### src/rtl/reloc_pkg.sv
package reloc_pkg;

    localparam int unsigned DEF_VA_W = 16;
    localparam int unsigned DEF_PA_W = 16;

    typedef enum logic {
        SEL_BASE  = 1'b0,
        SEL_BOUND = 1'b1
    } cfg_sel_e;

    typedef enum logic [1:0] {
        RES_NONE  = 2'b00,
        RES_PASS  = 2'b01,
        RES_FAULT = 2'b10
    } result_e;

    function automatic result_e classify(input logic valid, input logic fault);
        if (!valid)
            return RES_NONE;
        else if (fault)
            return RES_FAULT;
        else
            return RES_PASS;
    endfunction

endpackage

### src/rtl/reloc_cfg_regs.sv
module reloc_cfg_regs
    import reloc_pkg::*;
#(
    parameter int unsigned PA_W = DEF_PA_W
) (
    input  logic            clk,
    input  logic            rst,
    input  logic            we,
    input  cfg_sel_e        sel,
    input  logic [PA_W-1:0] wdata,
    output logic [PA_W-1:0] base_q,
    output logic [PA_W-1:0] bound_q
);

    always_ff @(posedge clk) begin
        if (rst) begin
            base_q  <= '0;
            bound_q <= '0;
        end else if (we) begin
            case (sel)
                SEL_BASE:  base_q  <= wdata;
                SEL_BOUND: bound_q <= wdata;
                default:   ;
            endcase
        end
    end

endmodule

### src/rtl/reloc_xlate.sv
module reloc_xlate
    import reloc_pkg::*;
#(
    parameter int unsigned VA_W = DEF_VA_W,
    parameter int unsigned PA_W = DEF_PA_W
) (
    input  logic [PA_W-1:0] base,
    input  logic [PA_W-1:0] bound,
    input  logic [VA_W-1:0] vaddr,
    output logic [PA_W-1:0] paddr,
    output logic            fault
);

    localparam int unsigned SUM_W = PA_W + 1;
    localparam int unsigned EXT_W = SUM_W - VA_W;

    logic [SUM_W-1:0] va_ext;
    logic [SUM_W-1:0] sum;
    logic             carry;
    logic             over;

    generate
        if (EXT_W > 0) begin : g_ext
            assign va_ext = {{EXT_W{1'b0}}, vaddr};
        end else begin : g_trunc
            assign va_ext = vaddr[SUM_W-1:0];
        end
    endgenerate

    always_comb begin
        sum   = {1'b0, base} + va_ext;
        carry = sum[PA_W];
        paddr = sum[PA_W-1:0];
        over  = (paddr >= bound);
        fault = carry | over;
    end

endmodule

### src/rtl/reloc_out_stage.sv
module reloc_out_stage
    import reloc_pkg::*;
#(
    parameter int unsigned PA_W = DEF_PA_W
) (
    input  logic            clk,
    input  logic            rst,
    input  logic            valid,
    input  logic            fault,
    input  logic [PA_W-1:0] paddr,
    output logic            ok_q,
    output logic            fault_q,
    output logic [PA_W-1:0] paddr_q
);

    typedef struct packed {
        logic            ok;
        logic            flt;
        logic [PA_W-1:0] pa;
    } resp_t;

    resp_t   nxt;
    resp_t   cur;
    result_e res;

    always_comb begin
        res     = classify(valid, fault);
        nxt.ok  = (res == RES_PASS);
        nxt.flt = (res == RES_FAULT);
        nxt.pa  = (res == RES_PASS) ? paddr : '0;
    end

    always_ff @(posedge clk) begin
        if (rst)
            cur <= '0;
        else
            cur <= nxt;
    end

    assign ok_q    = cur.ok;
    assign fault_q = cur.flt;
    assign paddr_q = cur.pa;

endmodule

### src/rtl/reloc_unit.sv
module reloc_unit
    import reloc_pkg::*;
#(
    parameter int unsigned VA_W = DEF_VA_W,
    parameter int unsigned PA_W = DEF_PA_W
) (
    input  logic            clk,
    input  logic            rst,
    input  logic            cfg_we,
    input  logic            cfg_sel,
    input  logic [PA_W-1:0] cfg_wdata,
    input  logic            req_valid,
    input  logic [VA_W-1:0] req_vaddr,
    output logic            rsp_ok,
    output logic            rsp_fault,
    output logic [PA_W-1:0] rsp_paddr
);

    logic [PA_W-1:0] base_q;
    logic [PA_W-1:0] bound_q;
    logic [PA_W-1:0] xl_paddr;
    logic            xl_fault;
    cfg_sel_e        sel_e;

    assign sel_e = cfg_sel_e'(cfg_sel);

    reloc_cfg_regs #(.PA_W(PA_W)) u_regs (
        .clk    (clk),
        .rst    (rst),
        .we     (cfg_we),
        .sel    (sel_e),
        .wdata  (cfg_wdata),
        .base_q (base_q),
        .bound_q(bound_q)
    );

    reloc_xlate #(.VA_W(VA_W), .PA_W(PA_W)) u_xlate (
        .base (base_q),
        .bound(bound_q),
        .vaddr(req_vaddr),
        .paddr(xl_paddr),
        .fault(xl_fault)
    );

    reloc_out_stage #(.PA_W(PA_W)) u_out (
        .clk    (clk),
        .rst    (rst),
        .valid  (req_valid),
        .fault  (xl_fault),
        .paddr  (xl_paddr),
        .ok_q   (rsp_ok),
        .fault_q(rsp_fault),
        .paddr_q(rsp_paddr)
    );

endmodule

### config.mk
export PLATFORM = sky130hd
export DESIGN_NAME = reloc_unit
export DESIGN_NICKNAME = d
export VERILOG_FILES = /design/src/rtl/reloc_pkg.sv /design/src/rtl/reloc_cfg_regs.sv /design/src/rtl/reloc_xlate.sv /design/src/rtl/reloc_out_stage.sv /design/src/rtl/reloc_unit.sv
export SDC_FILE = /design/constraint.sdc
export NUM_CORES = 1
export LEC_CHECK = 0
export BUFFER_PORTS_ARGS = -buffer_cell sky130_fd_sc_hd__buf_2
export CAP_MARGIN = 20
export CORE_ASPECT_RATIO = 1.1
export CORE_MARGIN = 3
export CORE_UTILIZATION = 40
export DETAILED_ROUTE_END_ITERATION = 10
export GPL_ROUTABILITY_DRIVEN = 0
export PLACE_DENSITY_LB_ADDON = 0.15
export SYNTH_ARGS = -nofsm -noshare
export SYNTH_HDL_FRONTEND = slang
export SYNTH_SLANG_ARGS = --single-unit
### constraint.sdc
create_clock -name clk -period 3.5 [get_ports clk]
set_clock_uncertainty 0.1 [all_clocks]
set_input_delay 0.525 -clock clk [delete_from_list [all_inputs] [get_ports clk]]
set_output_delay 0.525 -clock clk [all_outputs]
set_load 0.02 [all_outputs]
# Word-level counts from Yosys, hierarchy flattened
# Index checks and enable logic that the tools add are counted.
dict set report word_totals {
  ff_bits 50
  input_bits 37
  output_inout_bits 18
  wordCells 17
}
dict set report op_classes {
  n_addsub 1
  order_cmp 1
  n_eq_ne 2
  muxes 2
  bitwise 3
  reduce_logical 3
}
# operator count
set op_table {}
lappend op_table {{16-bit by 16-bit adder with 17-bit output} 1}
lappend op_table {{16-bit >= comparator} 1}
lappend op_table {{2-bit two-way mux} 2}
lappend op_table {{2-bit AND reduction} 2}
lappend op_table {{2-bit by 1-bit equality test with 1-bit output (second input constant)} 1}
lappend op_table {{2-bit equality test (second input constant)} 1}
lappend op_table {{1-bit inverter} 2}
lappend op_table {{2-bit OR reduction} 1}
lappend op_table {{1-bit bitwise OR} 1}

# Depth between registers and ports, before layout
dict set report logic_depth {
  ltp_word 8
  depth_mapped 16
  depth_no_buf 15
}

# Hierarchy
# Synthesis repeated with hierarchy kept, for this count alone.
dict set report unflattened {
  cells_unflattened 309
  area_unflattened_um2 3133.0
}
# mod n_inst cells_per_inst area_each_um2 seq_area_each_um2
set by_module_without_submodules {}
lappend by_module_without_submodules {reloc_cfg_regs 1 125 1363.8 640.6}
lappend by_module_without_submodules {reloc_xlate 1 145 1123.6 0.0}
lappend by_module_without_submodules {reloc_out_stage 1 39 645.6 360.3}

# Worst setup path after synthesis
# No wires, ideal clock.
dict set report synth_path {
  path_kind {input port to flip-flop}
  from {in req_vaddr[0]}
  to {reg u_out.cur (netlist bit u_out.paddr_q[7])}
  setup_ns 0.059
  arrival_ns 3.442
  required_time_ns 3.341
  setup_slack_ns -0.101
  path_stages 16
  n_path_buf 1
  path_cell_list {ha_1 -> fa_1 -> a211oi_2 -> o21ai_0 -> a31oi_1 -> o21bai_1 -> xnor2_1 -> ha_1 -> a211oi_1 -> o21ai_0 -> a21oi_1 -> nand3_1 -> or4_4 -> inv_2 -> buf_6 -> and2_1}
}
dict set report synth_via {
  elab_chain_len 8
}
# element line_no
set synth_rtl {}
lappend synth_rtl {{start, declared} reloc_unit.sv:13} ;# input logic [VA_W-1:0] req_vaddr,
lappend synth_rtl {{16-bit by 16-bit adder with 17-bit output} reloc_xlate.sv:31} ;# sum = {1'b0, base} + va_ext;
lappend synth_rtl {{named net u_out.paddr[14]} reloc_out_stage.sv:10} ;# input logic [PA_W-1:0] paddr,
lappend synth_rtl {{16-bit >= comparator} reloc_xlate.sv:34} ;# over = (paddr >= bound);
lappend synth_rtl {{1-bit bitwise OR} reloc_xlate.sv:35} ;# fault = carry | over;
lappend synth_rtl {{2-bit two-way mux} reloc_pkg.sv:20} ;# else if (fault)
lappend synth_rtl {{2-bit two-way mux} reloc_pkg.sv:18} ;# if (!valid)
lappend synth_rtl {{2-bit by 1-bit equality test with 1-bit output} reloc_out_stage.sv:30} ;# nxt.pa = (res == RES_PASS) ? paddr : '0;
lappend synth_rtl {{1-bit inverter (no source line)} -}
lappend synth_rtl {{2-bit OR reduction (no source line)} -}
lappend synth_rtl {{end signal, assigned} reloc_out_stage.sv:37} ;# cur <= nxt;
lappend synth_rtl {{end, declared} reloc_out_stage.sv:23} ;# resp_t cur;
# The timed path passes the listed nets, and every way through them passes these cells.
# A chain may end at the register's enable or synchronous reset.

# Final worst setup path
dict set report layout_path {
  from {reg u_regs.base_q[1]}
  to {reg u_out.cur (netlist bit u_out.paddr_q[6])}
}
dict set report layout_via {
  elab_chain_len 8
}
# element line_no
set layout_rtl {}
lappend layout_rtl {{start, declared} reloc_cfg_regs.sv:11} ;# output logic [PA_W-1:0] base_q,
lappend layout_rtl {{start signal, assigned} reloc_cfg_regs.sv:21} ;# SEL_BASE: base_q <= wdata;
lappend layout_rtl {{16-bit by 16-bit adder with 17-bit output} reloc_xlate.sv:31}
lappend layout_rtl {{named net u_out.paddr[11]} reloc_out_stage.sv:10}
lappend layout_rtl {{16-bit >= comparator} reloc_xlate.sv:34}
lappend layout_rtl {{1-bit bitwise OR} reloc_xlate.sv:35}
lappend layout_rtl {{2-bit two-way mux} reloc_pkg.sv:20}
lappend layout_rtl {{2-bit two-way mux} reloc_pkg.sv:18}
lappend layout_rtl {{2-bit by 1-bit equality test with 1-bit output} reloc_out_stage.sv:30}
lappend layout_rtl {{1-bit inverter (no source line)} -}
lappend layout_rtl {{2-bit OR reduction (no source line)} -}
# The timed path passes the listed nets, and every way through them passes these cells.

==> metrics <==
core region area=roughly 0.0064 mm^2; Startpoint Class=flip-flop; status=completed; CP Capture Type=flip-flop; multi-input logic area=~0.0017 mm^2; drc violations=0; fillcell total=623; routed len/inst=13.65 um; Worst slew margin=56.81%; period utilization=99.77%; cell repeated most along the worst path=a21oi_1; Final ANT Viol Nets=0; Initial Util=roughly 43%; CP max stage delay=0.57 ns; hold path cells=3; via count=2533; grt total ovfl=0; Cells after DPL=493; CP max-delay cell=or4_4; Mapped Area=0.002731 mm^2; reg2reg end=u_out.paddr_q[6]; clock latency at the later pin of the worst-skew pair=0.31 ns; VDD IR max=0.1730 mV; power per cell area=394.4 mW/mm^2; critical-path maximum fanout=8; CTS sink cnt=50; Mapped Cells=342; share of layout cells above drive strength 1=29.58%; Crit path buffers/inverters=1; Final Max Slew Viols=0; vias in the first global route=~2.4k; Clock Path Buffers=2; hold_sp=cfg_wdata[1]; cell accounting for the most synthesized area=dfxtp_1; Clock Tree Root=clkbuf_8; die height=92.67 um; area delta synth->final=31.15%; Post-synth ARST share=0%; actual slew at the worst max-slew pin=0.6463 ns; Die Wd=84.79 um; Detailed Place HPWL=5.424 mm; FF+latch area=about 0.001 mm^2; mean post-synth cell area=7.986 um^2; Worst Path Required=3.64 ns; hold crit path type=in2reg; gr usage total=17.22%; endpoints failing setup=0; ys flop type=dfxtp_1; RSZ-0062 raised after global routing=true; die area=0.007857 mm^2; fmax=~0.29 GHz; first-pass GRT wire length=about 11 mm; top cells by area, synth=dfxtp_1 (37%), ha_1 (15%), nand2_1 (11%); Cell Count, Final, Fillers Out=roughly 500; cells on worst reg2reg path=14; Reg2Reg Setup Slack=0.008 ns; Synth Net Count=about 410; cell with the most instances after synthesis=nand2_1; crit path DAT=3.64 ns; # rows=30; DRT iter0 DRCs=69; initial antenna violation count=0; Leak=around 1.6 nW; htree depth=2; Vias/cell=about 5.0; largest net degree at the start of global routing=34; register area share after synthesis=a little over a third; # IOs=55; CP top delay family=simple AND/OR/NAND/NOR gates; Hold Path End=u_regs.base_q[1]; Critical Path, Cell by Cell=ha_4, a21oi_2, nand4b_1, a21oi_4, nor2_1, xnor2_1, ha_1, a21oi_1, o21ai_0, a21oi_1, nand3_1, or4_4, inv_8, and2_1; Nets=495; Ys Warns=0; top-area cell type share of the netlist area=36.65%; fin crit period=roughly 3.5 ns; Setup CP Type=reg2reg; total power=1.413 mW; EDFF count, synth=0; Clk pin slew, worst setup/hold paths=0.09 ns; Pre-antenna DRT Iters=4; CTS tree=done; diode count=0; routed wire length=just under 7 mm; Yosys reg bits=50; Fin. Hold Viols=0; IO buf count=54; total CTS buffers=5; post-synth cell types=39; Synth top cells by count=nand2_1 (81), a21oi_1 (52), dfxtp_1 (50); RR Startpoint=u_regs.base_q[1]; Max Cap Viol=0
## final cells by class
cell class	instances	share of cell area, %
Clock buffer	6	2.026
Clock inverter	2	1.048
Inverter	19	2.200
Multi-Input combinational cell	259	48.72
Sequential cell	50	28.05
Tap cell	80	2.794
Timing Repair Buffer	89	14.98
Timing Repair inverter	1	0.1746
## cell usage in the layout, fill, tap and decap left out, types with 2 or more instances in the layout
| master | n |
|---|---|
| inv_1 | 18 |
| xnor2_1 | 10 |
| ha_4 | 2 |
| nand3_1 | 2 |
| nor2_1 | 11 |
| nor2b_1 | 2 |
| ha_1 | 29 |
| nand4_1 | 2 |
| a21oi_2 | 7 |
| o211ai_1 | 2 |
| and2_1 | 13 |
| xor2_1 | 3 |
| nor3_1 | 4 |
| o21ai_0 | 10 |
| o21ai_2 | 2 |
| a211oi_1 | 2 |
| buf_2 | 54 |
| dfxtp_1 | 49 |
| and2_4 | 2 |
| a21o_1 | 4 |
| clkbuf_8 | 5 |
| buf_4 | 34 |
| a21oi_1 | 45 |
| nand2_1 | 81 |
| nand2b_1 | 3 |
## through the flow
step | util (%) | TNS (ns) | cell area, um^2 | setup WS (ns) | hold WS (ns)
2_1_floorplan | - | 0 | 2746 | 0.01107 | 0.3363
3_3_place_gp | 51.41 | -4.491 | 3281 | -0.2838 | 0.3441
3_5_place_dp | 51.59 | -5.544 | 3292 | -0.3678 | 0.3484
4_1_cts | 53.47 | 0 | 3412 | 0.01921 | 0.3493
5_1_grt | 56.14 | -2.295 | 3582 | -0.1596 | 0.3517
6_report | 56.14 | 0 | 3582 | 0.008184 | 0.3526
## registers in the layout, indices dropped and copies added, names as in the netlist
register        cells
u_regs.base_q      16
u_regs.bound_q     16
u_out.paddr_q      16
u_out.fault_q       1
u_out.ok_q          1
## report_power, final
part	internal [mW]	switching, mW
sequential	0.600	0.0130
combinational	0.182	0.213
clock	0.213	0.192
## cell families after synthesis
kind of cell             count (synthesis)  synth area share (%)
AND/OR/NAND/NOR                        126                 20.52
AO/OA/AOI/OAI                           87                 18.41
flip-flops                              50                 36.65
buffers and inverters                   33                 4.855
adder cells (fa/ha/maj)                 33                 15.39
XOR/XNOR                                13                 4.169
## worst min-delay path: stages
cell and delay, ns:
buf_2 0.10, nand2_1 0.05, a21oi_1 0.05
## per-layer routing
metal | part of all wire (%) | track usage, % | up-vias
li1 | - | - | 1321
met1 | 47 | 23.43 | 1153
met2 | 47 | 27.87 | 50
met3 | 4.2 | 3.559 | 9
met4 | 1.4 | 4.222 | 0
met5 | 0 | 0 | -
## worst max-delay path by stage
stage	slack, ns	startpoint	depth (start not counted)	to
final	0.008	u_regs.base_q[1]	14	u_out.paddr_q[6]
after floorplan	0.01	req_vaddr[3]	15	u_out.paddr_q[7]
after CTS	0.02	u_regs.base_q[1]	14	u_out.paddr_q[6]
after global routing	-0.16	u_regs.base_q[1]	14	u_out.paddr_q[6]
after detailed placement	-0.37	req_vaddr[6]	15	u_out.paddr_q[6]
after global placement	-0.28	req_vaddr[6]	15	u_out.paddr_q[12]
## repair_timing
action,CTS,global route
gates resized for setup,2,28
gates cloned,0,1
pin swaps,1,9
setup buffers,0,4
hold buffers,0,0
endpoints found under the setup margin,14,17
(Power assumes the default switching activity.)
